`config.mk`:
```
export PLATFORM = sky130hd
export DESIGN_NAME = evc_bank
export DESIGN_NICKNAME = d
export VERILOG_FILES = /design/src/rtl/evc_pkg.sv /design/src/rtl/evc_counter.sv /design/src/rtl/evc_rd_mux.sv /design/src/rtl/evc_bank.sv
export SDC_FILE = /design/constraint.sdc
export NUM_CORES = 1
export LEC_CHECK = 0
export BUFFER_PORTS_ARGS = -buffer_cell sky130_fd_sc_hd__buf_2
export CAP_MARGIN = 30
export CELL_PAD_IN_SITES_DETAIL_PLACEMENT = 0
export CELL_PAD_IN_SITES_GLOBAL_PLACEMENT = 1
export CORE_MARGIN = 5
export CORE_UTILIZATION = 35
export CTS_BUF_LIST = sky130_fd_sc_hd__clkbuf_4 sky130_fd_sc_hd__clkbuf_8
export CTS_CLUSTER_SIZE = 28
export DETAILED_ROUTE_END_ITERATION = 8
export GPL_ROUTABILITY_DRIVEN = 1
export PLACE_DENSITY = 0.58
export SLEW_MARGIN = 20
export SYNTH_ARGS = -nofsm -noshare
export SYNTH_HDL_FRONTEND = slang
export SYNTH_HIERARCHICAL = 1
export SYNTH_SLANG_ARGS = --single-unit
```
`constraint.sdc`:
```
create_clock -name clk_i -period 9.2 [get_ports clk_i]
set_input_delay 0.92 -clock clk_i [delete_from_list [all_inputs] [get_ports clk_i]]
set_output_delay 0.92 -clock clk_i [all_outputs]
set_load 0.03 [all_outputs]
```
`src/rtl/evc_pkg.sv`:
```
package evc_pkg;
  localparam int ADDR_W = 10;
  localparam int DATA_W = 32;
  localparam int CTRL_W = 16;
  // global register offsets (block 0)
  localparam logic [2:0] G_CFG   = 3'd0;
  localparam logic [2:0] G_SIDX  = 3'd1;
  localparam logic [2:0] G_SLO   = 3'd2;
  localparam logic [2:0] G_SHI   = 3'd3;
  localparam logic [2:0] G_PEND  = 3'd4;
  localparam logic [2:0] G_IRQEN = 3'd5;
  // per counter offsets
  localparam logic [2:0] C_CTRL  = 3'd0;
  localparam logic [2:0] C_CLO   = 3'd1;
  localparam logic [2:0] C_CHI   = 3'd2;
  localparam logic [2:0] C_LLO   = 3'd3;
  localparam logic [2:0] C_LHI   = 3'd4;
  localparam int CNT_BLK0 = 4;  // counter 0 at 0x020
  // control bits
  localparam int B_EN     = 0;
  localparam int B_NOUSER = 1;
  localparam int B_NOKERN = 2;
  localparam int B_SEL    = 8;
endpackage

```
`src/rtl/evc_counter.sv`:
```
module evc_counter
  import evc_pkg::*;
#(
  parameter int CNT_W    = 48,
  parameter int NUM_COND = 120
) (
  input  logic                clk_i,
  input  logic                rst_ni,
  input  logic                wr_ctrl_i,
  input  logic                wr_clo_i,
  input  logic                wr_chi_i,
  input  logic                wr_llo_i,
  input  logic                wr_lhi_i,
  input  logic [DATA_W-1:0]   wr_data_i,
  input  logic [NUM_COND-1:0] cond_i,
  input  logic                user_mode_i,
  output logic [CTRL_W-1:0]   ctrl_o,
  output logic [CNT_W-1:0]    cnt_o,
  output logic [CNT_W-1:0]    lim_o,
  output logic                inc_o,
  output logic                hit_o
);
  localparam int SEL_W = (NUM_COND > 1) ? $clog2(NUM_COND) : 1;

  logic [CTRL_W-1:0] ctrl_q;
  logic [CNT_W-1:0]  cnt_q, cnt_d, lim_q, lim_d, cnt_inc;
  logic [63:0]       cnt_ext, lim_ext, cnt_wr, lim_wr;
  logic [7:0]        sel;
  logic              cond_sel, blocked, inc;

  assign sel = ctrl_q[B_SEL +: 8];
  assign cond_sel = (32'(sel) < NUM_COND) ? cond_i[sel[SEL_W-1:0]] : 1'b0;
  assign blocked  = (user_mode_i & ctrl_q[B_NOUSER]) | (~user_mode_i & ctrl_q[B_NOKERN]);
  assign inc      = ctrl_q[B_EN] & cond_sel & ~blocked & ~wr_clo_i & ~wr_chi_i;
  assign cnt_inc  = cnt_q + CNT_W'(1);

  assign cnt_ext = 64'(cnt_q);
  assign lim_ext = 64'(lim_q);
  assign cnt_wr  = wr_clo_i ? {cnt_ext[63:32], wr_data_i} : {wr_data_i, cnt_ext[31:0]};
  assign lim_wr  = wr_llo_i ? {lim_ext[63:32], wr_data_i} : {wr_data_i, lim_ext[31:0]};

  always_comb begin
    cnt_d = cnt_q;
    if (wr_clo_i || wr_chi_i) cnt_d = cnt_wr[CNT_W-1:0];
    else if (inc)             cnt_d = cnt_inc;
    lim_d = lim_q;
    if (wr_llo_i || wr_lhi_i) lim_d = lim_wr[CNT_W-1:0];
  end

  always_ff @(posedge clk_i or negedge rst_ni) begin
    if (!rst_ni) begin
      ctrl_q <= '0;
      cnt_q  <= '0;
      lim_q  <= '0;
    end else begin
      if (wr_ctrl_i) ctrl_q <= wr_data_i[CTRL_W-1:0];
      cnt_q <= cnt_d;
      lim_q <= lim_d;
    end
  end

  assign ctrl_o = ctrl_q;
  assign cnt_o  = cnt_q;
  assign lim_o  = lim_q;
  assign inc_o  = inc;
  assign hit_o  = inc && (cnt_inc == lim_q);
endmodule

```
`src/rtl/evc_rd_mux.sv`:
```
module evc_rd_mux
  import evc_pkg::*;
#(
  parameter int NUM_CNT = 4,
  parameter int CNT_W   = 48
) (
  input  logic [ADDR_W-1:0]                 rd_addr_i,
  input  logic [DATA_W-1:0]                 cfg_i,
  input  logic [7:0]                        snap_idx_i,
  input  logic [CNT_W-1:0]                  snap_i,
  input  logic [NUM_CNT-1:0]                pend_i,
  input  logic [NUM_CNT-1:0]                irq_en_i,
  input  logic [NUM_CNT-1:0][CTRL_W-1:0]    ctrl_i,
  input  logic [NUM_CNT-1:0][CNT_W-1:0]     cnt_i,
  input  logic [NUM_CNT-1:0][CNT_W-1:0]     lim_i,
  output logic [DATA_W-1:0]                 rd_data_o
);
  logic [ADDR_W-4:0] blk;
  logic [2:0]        off;
  logic [63:0]       snap_ext;

  assign blk = rd_addr_i[ADDR_W-1:3];
  assign off = rd_addr_i[2:0];
  assign snap_ext = 64'(snap_i);

  always_comb begin
    logic [63:0] c_ext, l_ext;
    rd_data_o = '0;
    if (blk == '0) begin
      case (off)
        G_CFG:   rd_data_o = cfg_i;
        G_SIDX:  rd_data_o = 32'(snap_idx_i);
        G_SLO:   rd_data_o = snap_ext[31:0];
        G_SHI:   rd_data_o = snap_ext[63:32];
        G_PEND:  rd_data_o = 32'(pend_i);
        G_IRQEN: rd_data_o = 32'(irq_en_i);
        default: rd_data_o = '0;
      endcase
    end
    for (int i = 0; i < NUM_CNT; i++) begin
      c_ext = 64'(cnt_i[i]);
      l_ext = 64'(lim_i[i]);
      if (blk == (ADDR_W-3)'(CNT_BLK0 + i)) begin
        case (off)
          C_CTRL:  rd_data_o = 32'(ctrl_i[i]);
          C_CLO:   rd_data_o = c_ext[31:0];
          C_CHI:   rd_data_o = c_ext[63:32];
          C_LLO:   rd_data_o = l_ext[31:0];
          C_LHI:   rd_data_o = l_ext[63:32];
          default: rd_data_o = '0;
        endcase
      end
    end
  end
endmodule

```
`src/rtl/evc_bank.sv`:
```
module evc_bank
  import evc_pkg::*;
#(
  parameter int NUM_CNT  = 4,
  parameter int CNT_W    = 48,
  parameter int NUM_COND = 120
) (
  input  logic                clk_i,
  input  logic                rst_ni,
  input  logic                wr_en_i,
  input  logic [ADDR_W-1:0]   wr_addr_i,
  input  logic [DATA_W-1:0]   wr_data_i,
  input  logic [ADDR_W-1:0]   rd_addr_i,
  output logic [DATA_W-1:0]   rd_data_o,
  input  logic [NUM_COND-1:0] cond_i,
  input  logic                user_mode_i,
  output logic                irq_o
);
  localparam int IDX_W = (NUM_CNT > 1) ? $clog2(NUM_CNT) : 1;
  localparam logic [DATA_W-1:0] CFG_WORD = {16'(NUM_COND), 8'(CNT_W), 8'(NUM_CNT)};

  logic [NUM_CNT-1:0][CTRL_W-1:0] ctrl_arr;
  logic [NUM_CNT-1:0][CNT_W-1:0]  cnt_arr, lim_arr;
  logic [NUM_CNT-1:0]             inc_vec, hit_vec;
  logic [NUM_CNT-1:0]             pend_q, irq_en_q, pend_clr;
  logic [CNT_W-1:0]               snap_q;
  logic [7:0]                     snap_idx_q;
  logic [ADDR_W-4:0]              wr_blk;
  logic [2:0]                     wr_off;
  logic                           glb_wr;

  assign wr_blk = wr_addr_i[ADDR_W-1:3];
  assign wr_off = wr_addr_i[2:0];
  assign glb_wr = wr_en_i && (wr_blk == '0);

  for (genvar g = 0; g < NUM_CNT; g++) begin : g_cnt
    logic sel_w;
    assign sel_w = wr_en_i && (wr_blk == (ADDR_W-3)'(CNT_BLK0 + g));
    evc_counter #(.CNT_W(CNT_W), .NUM_COND(NUM_COND)) u_cnt (
      .clk_i       (clk_i),
      .rst_ni      (rst_ni),
      .wr_ctrl_i   (sel_w && wr_off == C_CTRL),
      .wr_clo_i    (sel_w && wr_off == C_CLO),
      .wr_chi_i    (sel_w && wr_off == C_CHI),
      .wr_llo_i    (sel_w && wr_off == C_LLO),
      .wr_lhi_i    (sel_w && wr_off == C_LHI),
      .wr_data_i   (wr_data_i),
      .cond_i      (cond_i),
      .user_mode_i (user_mode_i),
      .ctrl_o      (ctrl_arr[g]),
      .cnt_o       (cnt_arr[g]),
      .lim_o       (lim_arr[g]),
      .inc_o       (inc_vec[g]),
      .hit_o       (hit_vec[g])
    );
  end

  assign pend_clr = (glb_wr && wr_off == G_PEND) ? wr_data_i[NUM_CNT-1:0] : '0;

  always_ff @(posedge clk_i or negedge rst_ni) begin
    if (!rst_ni) begin
      pend_q     <= '0;
      irq_en_q   <= '0;
      snap_q     <= '0;
      snap_idx_q <= '0;
    end else begin
      pend_q <= (pend_q & ~pend_clr) | hit_vec;  // set beats clear
      if (glb_wr && wr_off == G_IRQEN) irq_en_q <= wr_data_i[NUM_CNT-1:0];
      if (glb_wr && wr_off == G_SIDX) begin
        snap_idx_q <= wr_data_i[7:0];
        snap_q <= (wr_data_i < NUM_CNT) ? cnt_arr[wr_data_i[IDX_W-1:0]] : '0;
      end
    end
  end

  assign irq_o = |(pend_q & irq_en_q);

  evc_rd_mux #(.NUM_CNT(NUM_CNT), .CNT_W(CNT_W)) u_rd (
    .rd_addr_i  (rd_addr_i),
    .cfg_i      (CFG_WORD),
    .snap_idx_i (snap_idx_q),
    .snap_i     (snap_q),
    .pend_i     (pend_q),
    .irq_en_i   (irq_en_q),
    .ctrl_i     (ctrl_arr),
    .cnt_i      (cnt_arr),
    .lim_i      (lim_arr),
    .rd_data_o  (rd_data_o)
  );
endmodule

```
==> impl_metrics.yaml <==
final_layout:
  seq_area_um2: 12820
  layoutNonFillerInstCount: 5974
  layout_common_cells: "508 x dfrtp_1, 317 x mux2_2, 311 x nor2_1"
  final_common_cell: "dfrtp_1"
  nets: 4529
  multiInputGateArea_um2: 26660
  nFillCells: 11880
  synthToLayoutAreaGrowth_pct: 10.87
  layout-drive-gt1-share_pct: 24.38
synth:
  syn-cell-area_um2: 41300
  yosysWarningCount: 6
  async_flop_share_pct: 100.0
  syn-instance-count: 4285
  synth-seq-cells: 512
  synthFlopType: "dfrtp_1"
  synth-edff-count: 0
  syn_avg_cell_area_um2: 9.639
  seq_area_frac_synth_pct: 31.02
  yosysUniqueCellTypes: 87
global_route:
  overflow: 0
  grt_use_total_pct: 32.58
  grt_antenna_before_repair: 22
  grt_pass1_vias: 37675
  grt_max_degree: 132
  grt_pass1_wl_um: 296000
cts:
  cts_root_buffer: "clkbuf_8"
  clock_path_buffers: 3
  worstSkewPairLatency_ps: 800
  ctsResizeCount: 0
  cts_tree: "yes"
  cts_sinks: 512
  clkTransAtPathRegs_ps: 60
  cts_buffers: 102
  cts_setup_buffers: 0
  hold_buffers: 0
  h-tree-depth: 3
route:
  vias: 39726
  drc: 0
  drt_wl_total_um: 212300
  wl_per_cell_um: 35.54
  first_pass_iters: 6
  antenna_left: 0
  dr.first_iter.drc_count: 4982
  via_per_inst: 6.650
critical_path:
  worstPathRequired_ps: 8280
  crit_path_max_fanout: 59
  reg2reg_depth: 11
  r2r_setup_slack_ps: 4250
  end_kind: "output port"
  cp.arrival_ps: 4380
  start_kind: "input port"
  worst-setup-path-type: "in2out"
  rr_startpoint: "g_cnt[1].u_cnt/ctrl_o[8]"
  r2r_end: "g_cnt[1].u_cnt/cnt_o[34]"
floorplanning:
  pin_count: 209
  start_util_pct: 35.12
  die_y_um: 353.5
  rows: 126
  core-area_um2: 117600
  dieArea_um2: 125000
  die_w_um: 353.5
timing:
  hold_ws_ps: 124.2
  setup_viol: 0
  hold_viol: 0
  max_slew_margin_pct: 22.78
  fin_worst_skew_ps: 47.16
  fin_crit_ps: 5300
  max_clock_freq_ghz: 0.1887
  setup-tns-final_ps: 0
  worst_pin_slew_ps: 1153
  timing.final.crit_share_pct: 57.61
  drv_slew: 0
  rsz0062_at_grt: "no"
min_path:
  hold_path.class: "in2async"
placed_design:
  dp_hpwl_um: 150300
  gp_congestion: 0.9585
  portBuffers: 208
  dp_cells: 5773
power:
  total_power_uw: 5834
  p_leak_uw: 0.01815
  power.density_nw_per_um2: 127.4
  ir_drop_v: 0.00009633
flow_run:
  max_cap_violations: 0
run_status:
  outcome: "complete, no violations"
==> flip-flops by register name (all words and copies together) (netlist names) <==
register	flops
g_cnt.u_cnt/cnt_o	192
g_cnt.u_cnt/ctrl_o	64
g_cnt.u_cnt/lim_o	192
irq_en_q	4
pend_q	4
snap_idx_q	8
snap_q	48
==> where the power goes <==
part	switching, uW	internal [uW]	leakage [uW]
Sequential	135	2290	0.00708
Clock	1180	1510	0.00120
Combinational	465	255	0.00987
Total	1780	4060	0.0182
==> logic make-up after synthesis <==
group | Yosys count | share of synthesized area [%]
compound gates | 1041 | 17.45
xor+xnor | 336 | 7.125
fa+ha+maj | 8 | 0.2424
buf+inv | 430 | 5.062
flops | 512 | 31.02
mux | 680 | 21.82
other cells | 2 | 0.01818
simple gates | 1276 | 17.26
==> cells in the mapped netlist, drive strengths merged, types with 9 or more instances <==
| master | number | share of area [%] |
|---|---|---|
| a21oi | 106 | 1.3 |
| xnor2 | 232 | 4.9 |
| and3 | 80 | 1.2 |
| nor2b | 20 | 0.32 |
| a32oi | 16 | 0.34 |
| xor2 | 104 | 2.2 |
| or4 | 25 | 0.46 |
| o31ai | 96 | 1.7 |
| a22oi | 163 | 3.0 |
| nor2 | 334 | 3.1 |
| nor3b | 27 | 0.50 |
| a22o | 12 | 0.25 |
| nand2 | 197 | 1.9 |
| o32a | 19 | 0.46 |
| nand4 | 140 | 2.5 |
| nand2b | 17 | 0.26 |
| o22ai | 95 | 1.4 |
| or3 | 37 | 0.56 |
| o21ai | 184 | 2.2 |
| a2bb2oi | 103 | 2.2 |
| mux2i | 207 | 5.0 |
| o221ai | 19 | 0.43 |
| and4 | 37 | 0.78 |
| a31oi | 109 | 1.7 |
| mux4 | 141 | 7.7 |
| nand3 | 129 | 1.6 |
| nor4 | 65 | 1.3 |
| inv | 48 | 0.44 |
| a211oi | 44 | 0.80 |
| mux2 | 332 | 9.1 |
| and2 | 35 | 0.53 |
| clkbuf | 181 | 1.7 |
| or2 | 9 | 0.14 |
| dfrtp | 512 | 31 |
| buf | 201 | 3.0 |
| nor3 | 86 | 1.2 |
| o21a | 9 | 0.16 |
| nor4b | 18 | 0.52 |
==> critical path: stages <==
cell and delay [ps]:
buf_6 260, buf_4 610, buf_4 800, mux2_2 410, a21oi_1 150, o22ai_1 220
a222oi_1 360, nand2_1 290, buf_2 260
==> routing by layer <==
metal | GRT usage, % | wire length, um | part of all wire, %
met1 | 43.65 | 86200 | 41
met2 | 49.49 | 93210 | 44
met3 | 8.134 | 21140 | 10
met4 | 15.32 | 11750 | 5.5
met5 | 0 | 15 | 0.0071
==> metrics by stage <==
step           utilization [%]  instance area [um2]  setup WS (ps)
5_1_grt                  38.92                45770           3851
4_1_cts                  38.85                45700           4043
3_3_place_gp             36.89                43380           3465
2_1_floorplan                -                41410           5833
3_5_place_dp             36.92                43420           3477
6_report                 38.93                45790           3900
==> area by class of cell <==
cell class	instances	area share (%)
flip-flops and latches	512	27.99
multi-input cells	3373	58.21
repair buffers	308	4.170
diodes	12	0.06558
inverters	48	0.3935
clock buffers	168	4.653
clock inverters	17	0.3170
well taps	1536	4.197
==> worst max path at each step <==
stage | from | to | slack, ps | depth (start not counted)
CTS | rd_addr_i[0] | rd_data_o[0] | 4040 | 9
global placement | wr_addr_i[0] | g_cnt[2].u_cnt/cnt_o[41] | 3470 | 16
floorplan | wr_addr_i[3] | g_cnt[0].u_cnt/cnt_o[41] | 5830 | 14
finish | rd_addr_i[0] | rd_data_o[0] | 3900 | 9
detailed placement | wr_addr_i[0] | g_cnt[2].u_cnt/cnt_o[41] | 3480 | 16
global route | rd_addr_i[0] | rd_data_o[0] | 3850 | 9
No activity file was read; power rests on OpenSTA's default activity.
